## src/rtl/l2ws_pkg.sv

```systemverilog
package l2ws_pkg;
  typedef enum logic [1:0] {
    WM_FULL  = 2'b00,
    WM_PART  = 2'b01,
    WM_DELAY = 2'b10,
    WM_EARLY = 2'b11
  } wmode_e;

  typedef enum logic [2:0] {
    ST_IDLE,
    ST_EARLY,
    ST_STROBE,
    ST_HOLD,
    ST_REJ
  } seq_st_e;
endpackage

```

## src/rtl/l2ws_fsm.sv

```systemverilog
module l2ws_fsm
  import l2ws_pkg::*;
#(
  parameter int NB = 4
) (
  input  logic          clk_i,
  input  logic          rst_ni,
  input  logic          req_i,
  input  logic [1:0]    mode_i,
  input  logic          async_i,
  input  logic [NB-1:0] be_i,
  input  logic          dirty_i,
  output seq_st_e       st_o,
  output wmode_e        mode_q_o,
  output logic [NB-1:0] be_q_o,
  output logic          dirty_q_o,
  output logic          busy_o
);
  localparam logic [NB-1:0] BE_ALL = {NB{1'b1}};

  seq_st_e st_q, st_d;
  wmode_e  mode_q;
  logic [NB-1:0] be_q;
  logic dirty_q;
  logic accept, bad_mode;

  assign accept   = req_i && (st_q == ST_IDLE);
  assign bad_mode = async_i && (mode_i != WM_FULL);

  always_comb begin
    st_d = st_q;
    unique case (st_q)
      ST_IDLE: if (req_i) begin
        if (bad_mode)               st_d = ST_REJ;
        else if (mode_i == WM_EARLY) st_d = ST_EARLY;
        else                        st_d = ST_STROBE;
      end
      ST_EARLY:  st_d = ST_STROBE;
      ST_STROBE: st_d = (mode_q == WM_DELAY) ? ST_HOLD : ST_IDLE;
      ST_HOLD:   st_d = ST_IDLE;
      ST_REJ:    st_d = ST_IDLE;
      default:   st_d = ST_IDLE;
    endcase
  end

  always_ff @(posedge clk_i or negedge rst_ni) begin
    if (!rst_ni) begin
      st_q    <= ST_IDLE;
      mode_q  <= WM_FULL;
      be_q    <= '0;
      dirty_q <= 1'b0;
    end else begin
      st_q <= st_d;
      if (accept) begin
        mode_q  <= wmode_e'(mode_i);
        // full-width mode ignores byte enables
        be_q    <= (mode_i == WM_FULL) ? BE_ALL : be_i;
        dirty_q <= dirty_i;
      end
    end
  end

  assign st_o      = st_q;
  assign mode_q_o  = mode_q;
  assign be_q_o    = be_q;
  assign dirty_q_o = dirty_q;
  assign busy_o    = (st_q != ST_IDLE);
endmodule

```

## src/rtl/l2ws_strobe.sv

```systemverilog
module l2ws_strobe
  import l2ws_pkg::*;
#(
  parameter int NB = 4
) (
  input  seq_st_e       st_i,
  input  wmode_e        mode_i,
  input  logic [NB-1:0] be_i,
  input  logic          dirty_i,
  output logic          ce_no,
  output logic          oe_no,
  output logic [NB-1:0] dwe_no,
  output logic          ta_o,
  output logic          err_o,
  output logic          tv_o,
  output logic          dirty_o
);
  logic ce_on, we_on;

  assign ce_on = (st_i == ST_STROBE);
  assign we_on = (st_i == ST_STROBE) || (st_i == ST_EARLY);

  for (genvar i = 0; i < NB; i++) begin : g_lane
    assign dwe_no[i] = !(we_on && be_i[i]);
  end

  assign ce_no   = !ce_on;
  assign oe_no   = 1'b1;
  assign ta_o    = (ce_on && (mode_i != WM_DELAY)) || (st_i == ST_HOLD);
  assign err_o   = (st_i == ST_REJ);
  assign tv_o    = ce_on;
  assign dirty_o = ce_on && dirty_i;
endmodule

```

## src/rtl/l2ws_pol.sv

```systemverilog
module l2ws_pol #(
  parameter int N = 1
) (
  input  logic         pol_i,
  input  logic [N-1:0] a_i,
  output logic [N-1:0] y_o
);
  // pol=1: pass, pol=0: invert (same map both directions)
  for (genvar i = 0; i < N; i++) begin : g_bit
    assign y_o[i] = a_i[i] ~^ pol_i;
  end
endmodule

```

## src/rtl/l2_wr_seq.sv

```systemverilog
module l2_wr_seq
  import l2ws_pkg::*;
#(
  parameter int NB = 4
) (
  input  logic          clk_i,
  input  logic          rst_ni,
  input  logic [1:0]    cfg_wmode_i,
  input  logic          cfg_async_i,
  input  logic          cfg_stat_pol_i,
  input  logic          cfg_hit_pol_i,
  input  logic          req_i,
  input  logic [NB-1:0] be_i,
  input  logic          mark_dirty_i,
  input  logic          hit_pin_i,
  input  logic          dirty_pin_i,
  output logic          busy_o,
  output logic          ce_no,
  output logic          oe_no,
  output logic [NB-1:0] dwe_no,
  output logic          ta_o,
  output logic          err_o,
  output logic          tv_pin_o,
  output logic          dirty_pin_o,
  output logic          hit_o,
  output logic          dirty_o
);
  seq_st_e       st;
  wmode_e        mode_q;
  logic [NB-1:0] be_q;
  logic          dirty_q;
  logic          tv_l, dirty_l;

  l2ws_fsm #(.NB(NB)) u_fsm (
    .clk_i    (clk_i),
    .rst_ni   (rst_ni),
    .req_i    (req_i),
    .mode_i   (cfg_wmode_i),
    .async_i  (cfg_async_i),
    .be_i     (be_i),
    .dirty_i  (mark_dirty_i),
    .st_o     (st),
    .mode_q_o (mode_q),
    .be_q_o   (be_q),
    .dirty_q_o(dirty_q),
    .busy_o   (busy_o)
  );

  l2ws_strobe #(.NB(NB)) u_strobe (
    .st_i   (st),
    .mode_i (mode_q),
    .be_i   (be_q),
    .dirty_i(dirty_q),
    .ce_no  (ce_no),
    .oe_no  (oe_no),
    .dwe_no (dwe_no),
    .ta_o   (ta_o),
    .err_o  (err_o),
    .tv_o   (tv_l),
    .dirty_o(dirty_l)
  );

  l2ws_pol #(.N(2)) u_stat_out (
    .pol_i(cfg_stat_pol_i),
    .a_i  ({tv_l, dirty_l}),
    .y_o  ({tv_pin_o, dirty_pin_o})
  );

  l2ws_pol #(.N(1)) u_dirty_in (
    .pol_i(cfg_stat_pol_i),
    .a_i  (dirty_pin_i),
    .y_o  (dirty_o)
  );

  l2ws_pol #(.N(1)) u_hit_in (
    .pol_i(cfg_hit_pol_i),
    .a_i  (hit_pin_i),
    .y_o  (hit_o)
  );
endmodule

```

## config.mk

```make
export PLATFORM = sky130hd
export DESIGN_NAME = l2_wr_seq
export DESIGN_NICKNAME = d
export VERILOG_FILES = /design/src/rtl/l2ws_pkg.sv /design/src/rtl/l2ws_fsm.sv /design/src/rtl/l2ws_strobe.sv /design/src/rtl/l2ws_pol.sv /design/src/rtl/l2_wr_seq.sv
export SDC_FILE = /design/constraint.sdc
export NUM_CORES = 1
export LEC_CHECK = 0
export BUFFER_PORTS_ARGS = -buffer_cell sky130_fd_sc_hd__buf_2
export CORE_UTILIZATION = 43
export CTS_BUF_LIST = sky130_fd_sc_hd__clkbuf_16
export DETAILED_ROUTE_END_ITERATION = 10
export HOLD_SLACK_MARGIN = 0.15
export MAX_ROUTING_LAYER = met4
export PLACE_DENSITY = 0.75
export SLEW_MARGIN = 10
export SYNTH_ARGS = -nofsm -noshare
export SYNTH_HDL_FRONTEND = slang
export SYNTH_SLANG_ARGS = --single-unit
```

## constraint.sdc

```tcl
create_clock -name clk_i -period 1.5 [get_ports clk_i]
set_input_delay 0.15 -clock clk_i [delete_from_list [all_inputs] [get_ports clk_i]]
set_output_delay 0.15 -clock clk_i [all_outputs]
set_load 0.1 [all_outputs]
```

==> out/results.ini, run 1 <==
[logic_synthesis]
ys_seq_area_share_pct=43.20
synth_seq_cells=10
synthCells=58
ys_warn_count=0
synthesis.nets=73
synth_area_sq_um=579.3
synth.distinct_cells=23
syn_area_per_cell_sq_um=9.988

[status]
stop_stage=clock tree synthesis (4_1_cts)
outcome=did not finish
firstError=[ERROR DPL-0033] detailed placement checks failed during check placement.

[floorplan]
num_rows=12
start_util_pct=49.47
chipHeight_um=38.71
boundaryPins=28
die_w_um=38.71

[place]
numPortBuffers=26
hpwl_um=1155
pre_cts_slack_ns=0.03644
dp_cells=99
gp_congestion=0.8176

[clock_network]
clockBufferDepth=2
h-tree-depth=1
cts_resized=11
post_cts_buffers=4
root_buffer=clkbuf_16
cts_buffers=3
ctsHoldBuffers=2
cts.sinks=10

## Yosys cell counts, drive strengths merged
master | count | area [sq um]
nor4b | 1 | 23.77
or4b | 1 | 10.01
nand2 | 6 | 22.52
a21boi | 1 | 7.510
and3b | 1 | 10.01
nor3 | 1 | 5.000
dfrtp | 10 | 250.2
nand3b | 1 | 7.510
nor2b | 1 | 6.260
a21oi | 4 | 20.02
nor2 | 11 | 41.29
o21ai | 1 | 5.000
buf | 4 | 41.29
nand3 | 1 | 5.000
mux2 | 3 | 37.53
xnor2 | 3 | 26.28
a311oi | 1 | 8.760
nor3b | 3 | 22.52
xor2 | 2 | 17.52
or3 | 1 | 7.510
conb | 1 | 3.750
## per-stage QoR
stage / TNS (ns) / utilization [%] / cell area (sq um)
after global placement: 0 / 83.01 / 972.2
after detailed placement: 0 / 83.01 / 972.2
after floorplan: -0.2859 / - / 693.2
## cells by family after synthesis
group | Yosys count | share of synthesized area, %
flip-flops | 10 | 43.20
multiplexers | 3 | 6.478
XOR/XNOR | 5 | 7.561
AND/OR/NAND/NOR | 28 | 27.86
buffers and inverters | 4 | 7.127
AO/OA/AOI/OAI | 7 | 7.127
other | 1 | 0.6473
==> run 2: changes to the inputs <==
--- a/config.mk
+++ b/config.mk
@@ -6,12 +6,10 @@
 export NUM_CORES = 1
 export LEC_CHECK = 0
 export BUFFER_PORTS_ARGS = -buffer_cell sky130_fd_sc_hd__buf_2
-export CORE_UTILIZATION = 43
-export CTS_BUF_LIST = sky130_fd_sc_hd__clkbuf_16
+export CORE_AREA = 2 2 63 65
 export DETAILED_ROUTE_END_ITERATION = 10
-export HOLD_SLACK_MARGIN = 0.15
-export MAX_ROUTING_LAYER = met4
-export PLACE_DENSITY = 0.75
+export DIE_AREA = 0 0 65 67
+export PLACE_DENSITY_LB_ADDON = 0.15
 export SLEW_MARGIN = 10
 export SYNTH_ARGS = -nofsm -noshare
 export SYNTH_HDL_FRONTEND = slang
==> run 2 against run 1 <==
  * The flow now finishes, with violations (negative setup slack)
  * Synthesized cell count unchanged
  * Area after synthesis unchanged
==> out/results.ini, run 2 <==
[clock_network]
cts_tree=done
cts_buffers=3
insertion_delay_ns=0.23
clkSlewWorstSetupHoldPaths_ns=0.05
h-tree-depth=1
cts.sinks=10
clockBufferDepth=2
root_buffer=clkbuf_8

[timing]
timing_hold_violations_final=0
setup_ws_ns=-0.08427
setup-violations-final=4
grt_setup_unrepaired=true
fmax_ghz=0.6312
finalCritPeriodShare_pct=105.6
finalCriticalPeriod_ns=1.584
finClkSkew_ns=0.001488
drv_slew=0
setup_tns_ns=-0.1950

[status]
outcome=finished, violations left
violations=negative setup slack

[min_path]
hold_class=in2reg

[final_layout]
diodes=0
final_nets=112
final_common_cell=buf_2
area_growth_syn_to_layout_pct=97.41
final_cell_mix=buf_2, nor2_1, buf_12, buf_4, dfrtp_1
drive_gt1_share_pct=66.67
largest_reg_flops=4
stdcell_area_sq_mm=0.001144

[logic_synthesis]
synth_xor_area_share_pct=7.559
ys.flop_type=dfrtp_1
yosysTopAreaCell=dfrtp_1
synth_seq_cells=10
synthDominantCellAreaShare_pct=43.20
synthSimpleGateAreaFrac_pct=27.86
synth_edf_count=0
synth_fa_ha_area_share_pct=0
synth_compound_area_share_pct=7.127
synth.distinct_cells=23
syn_area_per_cell_sq_um=9.988
ys_seq_area_share_pct=43.20
async_flop_share_pct=100.0
synth_most_common_cell=nor2_1
synth_area_sq_um=579.3
synthesis.nets=73
ys_warn_count=0
synthMuxAreaShare_pct=6.479
synth_top_cells_by_count=nor2_1, dfrtp_1, nand2_1
synthCells=58
synth_top_family_by_area=simple AND/OR/NAND/NOR gates
yosys-top-cells-area=dfrtp_1, nor2_1, buf_6

[detailed_routing]
drc=0
via_per_inst=3.694
drt-total-wl_um=1400
wl_met2_um=686
wl_met3_um=73
first_pass_iters=2
drtIter0Drc=11
top_layer_used=met4
vias=532
met1_length_um=599
ant_nets=0
post_drt_wl_per_cell_um=9.722

[global_routing]
overflow=0
grt_max_degree=11
grt_pass1_vias=533
antenna_found_initial=0
grt_pass1_wl_um=2332
track_usage_pct=7.453

[setup_path]
end_kind=output pin
path_class=reg2out
crit_family=flip-flops
crit_buf_inv=2
crit_path_start_kind=flop
required_ns=1.35
crit_fanout=5
crit_path_max_incr_delay_ns=0.45
path_cells=buf_6 -> nor2_4 -> nand3_4 -> xor2_4 -> buf_12
cp_slowest_cell=dfrtp_2
crit_arrival_ns=1.43

[floorplan]
start_util_pct=16.07
num_rows=22
die-area_sq_mm=0.004355
core_sq_mm=0.003606
boundaryPins=28
die_w_um=65
chipHeight_um=67

[place]
hpwl_um=1166
gp_congestion=0.6389
placed_area_sq_mm=0.001022
numPortBuffers=26
pre_cts_slack_ns=0.04985

[flow_run]
drv_cap=0

==> run 2: per-stage QoR <==
step | utilization, % | cells | hold WS, ns
2_1_floorplan | - | 58 | -0.1456
3_3_place_gp | 28.35 | 134 | 0.02808
3_5_place_dp | 28.35 | 134 | 0.02549
4_1_cts | 31.51 | 143 | 0.1481
5_1_grt | 31.71 | 144 | 0.1573
6_report | 31.71 | 144 | 0.1511
==> run 2: routing by layer <==
metal	track usage, %	vias to the layer above
li1	-	269
met2	11.98	14
met1	8.103	245
met3	1.520	4
met5	0	-
met4	7.181	0
==> run 2: worst paths after layout <==
path	cells past startpoint	from	slack, ns	to
setup / recovery	5	u_fsm.st_o[0]	-0.08	dirty_pin_o
hold / removal	2	mark_dirty_i	0.15	u_fsm.dirty_q_o
setup reg to reg	2	u_fsm.st_o[2]	0.10	u_fsm.dirty_q_o
hold reg to reg	1	u_fsm.mode_q_o[0]	0.53	u_fsm.mode_q_o[0]
max in group asynchronous	2	rst_ni	0.98	u_fsm.st_o[1]
min in group asynchronous	2	rst_ni	0.31	u_fsm.be_q_o[3]
==> run 2: layout make-up <==
cell class	instances	area (sq um)
Sequential cell	10	254.0
Fill cell	377	2462
Timing Repair Buffer	38	371.6
Tap cell	48	60.06
Multi-Input combinational cell	44	402.9
Clock buffer	4	55.05
==> run 2: worst register-to-register path, stage by stage, from the launching register on <==
cell,delay [ns]
dfrtp_2,0.45
nor4b_4,0.45
mux2_2,0.38
==> run 2: kinds of logic (layout without fill, tap and decap cells) <==
logic type | count (synthesis) | after routing
mux | 3 | 3
compound gates | 7 | 7
xor+xnor | 5 | 5
flops | 10 | 10
simple gates | 28 | 28
other cells | 1 | 1
buf+inv | 4 | 42
==> run 2: repair_timing <==
action | CTS | global route
endpoints found under the setup margin | 8 | 9
setup buffers | 4 | 1
gates resized for setup | 7 | 0
pin swaps | 6 | 1
hold endpoints to repair | 10 | 0
hold buffers | 1 | 0
Power of run 2 is left out: the tool's default activity adds up to more than one toggle a clock period on the data nets, which glitch-free logic cannot reach.
==> run 3: changes to the inputs <==
--- a/config.mk
+++ b/config.mk
@@ -6,6 +6,8 @@
 export NUM_CORES = 1
 export LEC_CHECK = 0
 export BUFFER_PORTS_ARGS = -buffer_cell sky130_fd_sc_hd__buf_2
+export CELL_PAD_IN_SITES_DETAIL_PLACEMENT = 0
+export CELL_PAD_IN_SITES_GLOBAL_PLACEMENT = 1
 export CORE_AREA = 2 2 63 65
 export DETAILED_ROUTE_END_ITERATION = 10
 export DIE_AREA = 0 0 65 67
==> run 3 against run 2 <==
  * The flow still finishes with violations (negative setup slack)
  * Register-to-register slack got worse by 0.02 ns
  * Critical path depth shrank 1
  * Global-route usage increased by 0.17 points
  * Hold slack improved by 0.0096 ns
  * Critical endpoint unchanged
==> out/results.ini, run 3 (synthesis results as in run 2) <==
[status]
outcome=finished, violations left
violations=negative setup slack

[detailed_routing]
drt-total-wl_um=1478
via_per_inst=3.769
drc=0
post_drt_wl_per_cell_um=10.34
ant_nets=0
first_pass_iters=2
drtIter0Drc=12
vias=539

[floorplan]
die-area_sq_mm=0.004355
die_w_um=65
boundaryPins=28
core_sq_mm=0.003606
num_rows=22
start_util_pct=16.07
chipHeight_um=67

[global_routing]
overflow=0
antenna_found_initial=0
grt_max_degree=11
track_usage_pct=7.621
grt_pass1_vias=570
grt_pass1_wl_um=2511

[setup_path]
crit_path_start_kind=flop
end_kind=output pin
path_class=reg2out
regToRegSetupSlack_ns=0.08
rr_worst_depth=2
rr_endpoint=u_fsm.dirty_q_o
required_ns=1.35
cp-endpoint=dirty_pin_o
reg2reg_from=u_fsm.st_o[0]
crit_start=u_fsm.st_o[0]
crit_fanout=7
crit_arrival_ns=1.37

[place]
hpwl_um=1154
placed_area_sq_mm=0.001022
numPortBuffers=26
pre_cts_slack_ns=-0.007756
gp_congestion=0.6643
dp_cells=134

[final_layout]
fillers=379
final_cells=143
drive_gt1_share_pct=67.37
largest_reg_flops=4
area_growth_syn_to_layout_pct=100.6
diodes=0
final_nets=111
final_common_cell=buf_2
stdcell_area_sq_mm=0.001162
final_cell_mix=buf_2, buf_12, nor2_1, buf_4, dfrtp_1

[timing]
finClkSkew_ns=0.002214
finalCritPeriodShare_pct=101.1
drv_slew=0
finalCriticalPeriod_ns=1.517
timing_hold_violations_final=0
whs_ns=0.1607
setup-violations-final=2
grt_setup_unrepaired=true
setup_ws_ns=-0.01710
fmax_ghz=0.6592

[clock_network]
h-tree-depth=1
cts_tree=done
cts_buffers=3
cts.sinks=10
clkSlewWorstSetupHoldPaths_ns=0.05
insertion_delay_ns=0.23
root_buffer=clkbuf_8
clockBufferDepth=2

[flow_run]
drv_cap=0

[min_path]
hold_depth=2
hold_class=in2reg

run 3: what timing repair did:
item,4_1_cts,5_1_grt
hold buffers,1,0
gates resized for setup,5,9
endpoints found under the hold margin,10,0
endpoints found under the setup margin,8,9
buffers inserted,4,1
pin swaps,5,8
run 3: layout make-up:
cell class                 count  area (sq um)  area share, %
multi-input combinational     44         434.2          37.35
timing repair buffer          37         369.1          31.75
sequential                    10         254.0          21.85
tap                           48         60.06          5.167
clock buffer                   4         45.04          3.875
run 3: layer usage:
| metal | vias to the layer above | share of wire, % | track usage [%] |
|---|---|---|---|
| li1 | 263 | - | - |
| met1 | 255 | 46 | 9.499 |
| met2 | 21 | 46 | 12.24 |
| met3 | 0 | 7.8 | 2.196 |
| met4 | 0 | 0 | 3.191 |
| met5 | - | 0 | 0 |
run 3: worst min-delay path by stage:
| stage | startpoint | end | slack, ns |
|---|---|---|---|
| 2_1_floorplan | rst_ni | u_fsm.be_q_o[0] | -0.15 |
| 3_3_place_gp | rst_ni | u_fsm.be_q_o[3] | 0.04 |
| 3_5_place_dp | rst_ni | u_fsm.be_q_o[3] | 0.04 |
| 4_1_cts | mark_dirty_i | u_fsm.dirty_q_o | 0.16 |
| 5_1_grt | mark_dirty_i | u_fsm.dirty_q_o | 0.16 |
| 6_report | mark_dirty_i | u_fsm.dirty_q_o | 0.16 |
run 3: metrics by stage:
step / util, % / setup TNS (ns)
after CTS: 31.02 / -0.3119
final: 32.23 / -0.03137
after detailed placement: 28.35 / -0.01019
after global routing: 32.23 / -0.3384
after global placement: 28.35 / 0
after floorplan: - / -0.2859
run 3: worst max-delay path: stages (launching register included):
cell,delay (ns)
dfrtp_2,0.49
nor2_4,0.18
nand3_4,0.11
xor2_4,0.16
buf_12,0.19
Power of run 3 is left out for the same reason.
==> run 4: changes to the inputs <==
==> constraint.sdc (replaced) <==
create_clock -name clk_i -period 1.5 [get_ports clk_i]
set_input_delay 0.225 -clock clk_i [delete_from_list [all_inputs] [get_ports clk_i]]
set_output_delay 0.225 -clock clk_i [all_outputs]
set_load 0.1 [all_outputs]
==> run 4 against run 3 <==
  * Setup slack got worse by 0.059 ns
  * Critical path depth increased by 2
  * Cell area increased by 8.3%
  * Global-route usage increased by 0.47 points
  * First-iteration DRC count decreased by 67%
  * Maximum frequency decreased by 3.8%
  * Largest cell class unchanged
  * Final cell count increased by 3.5%
  * Sequential share of layout area decreased by 1.8 points
  * The run still ends with negative setup slack left
  * Utilization increased by 2.7 points
  * Count of clock-buffer cells in the layout decreased by 1
  * Highest routed layer is now met4
  * Hold slack improved by 0.077 ns
==> out/results.ini, run 4 (synthesis results as in run 2) <==
[status]
outcome=finished, violations left
violations=negative setup slack

[floorplan]
core_sq_mm=0.003606
num_rows=22
die-area_sq_mm=0.004355
start_util_pct=16.07
chipHeight_um=67
boundaryPins=28
die_w_um=65

[global_routing]
track_usage_pct=8.095
grt_pass1_vias=604
antenna_found_initial=0
overflow=0
grt_pass1_wl_um=2642
grt_max_degree=11

[setup_path]
end_kind=output pin
required_ns=1.27
crit_path_start_kind=flop
crit_arrival_ns=1.35
cp-endpoint=dwe_no[0]
reg2reg_from=u_fsm.st_o[0]
rr_worst_depth=4
path_class=reg2out
regToRegSetupSlack_ns=-0.03
rr_endpoint=u_fsm.mode_q_o[0]
crit_fanout=2
crit_start=u_fsm.st_o[1]

[flow_run]
drv_cap=0

[detailed_routing]
via_per_inst=3.845
drtIter0Drc=4
ant_nets=0
drc=0
drt-total-wl_um=1606
first_pass_iters=3
vias=569
post_drt_wl_per_cell_um=10.85

[final_layout]
final_util_pct=34.91
fillers=384
area_growth_syn_to_layout_pct=117.3
final_cells=148
drive_gt1_share_pct=69.00
final_cell_mix=buf_2, buf_12, nor2_1
final_nets=117
diodes=0
final_common_cell=buf_2
largest_reg_flops=4

[clock_network]
clockBufferDepth=2
h-tree-depth=1
cts.sinks=10
cts_tree=done
cts_buffers=3
root_buffer=clkbuf_8
clkSlewWorstSetupHoldPaths_ns=0.05
insertion_delay_ns=0.23

[timing]
grt_setup_unrepaired=true
drv_slew=0
finalCriticalPeriod_ns=1.576
setup-violations-final=11
timing_hold_violations_final=0
setup_ws_ns=-0.07628
finClkSkew_ns=0.001946
fmax_ghz=0.6344
finalCritPeriodShare_pct=105.1

[place]
dp_cells=138
gp_congestion=0.7104
hpwl_um=1205
numPortBuffers=26

[min_path]
hold_class=in2reg

run 4: how the worst min path moves through the flow:
stage,start,to,slack (ns),depth (start not counted)
floorplan,rst_ni,u_fsm.be_q_o[0],-0.07,0
global placement,rst_ni,u_fsm.be_q_o[2],0.11,1
detailed placement,rst_ni,u_fsm.be_q_o[2],0.11,1
CTS,mark_dirty_i,u_fsm.dirty_q_o,0.23,2
global route,mark_dirty_i,u_fsm.dirty_q_o,0.24,2
finish,mark_dirty_i,u_fsm.dirty_q_o,0.24,2
run 4: per-stage QoR:
stage                     setup slack (ns)  hold WS [ns]  instance area, sq um  TNS (ns)
after CTS                          -0.1460        0.2324                  1214   -0.9141
after detailed placement           0.01144        0.1091                  1067         0
after floorplan                    -0.4864      -0.07059                 693.2    -1.243
after global placement             0.03141        0.1095                  1067         0
after global routing               -0.1499        0.2433                  1259    -1.439
final                             -0.07628        0.2376                  1259   -0.5771
run 4: cell type report:
type | instances | area (sq um) | area share, %
clock buffers | 3 | 41.29 | 3.280
multi-input cells | 44 | 455.4 | 36.18
flip-flops and latches | 10 | 252.7 | 20.08
well taps | 48 | 60.06 | 4.771
repair buffers | 43 | 449.2 | 35.69
run 4: timing repair:
action                                 4_1_cts  5_1_grt
resized for setup                           14        8
cloned                                       0        1
pin swaps                                    7        7
setup buffers                                5        0
setup endpoints to repair                    9       18
hold buffers                                 1        0
endpoints found under the hold margin       10        0
run 4: worst max-delay path: stages, from the launching register on:
cell and delay (ns):
dfrtp_1 0.38, buf_6 0.13, xnor2_4 0.14, nor2_4 0.12
buf_6 0.13, nand2_4 0.05, buf_12 0.16
run 4: layer usage:
layer / share of wire [%] / GRT usage [%] / wire length, um
met1: 42 / 9.734 / 682
met2: 51 / 13.53 / 816
met3: 5.9 / 1.858 / 95
met4: 0.75 / 3.989 / 12
met5: 0 / 0 / 0
Power of run 4 is left out for the same reason.
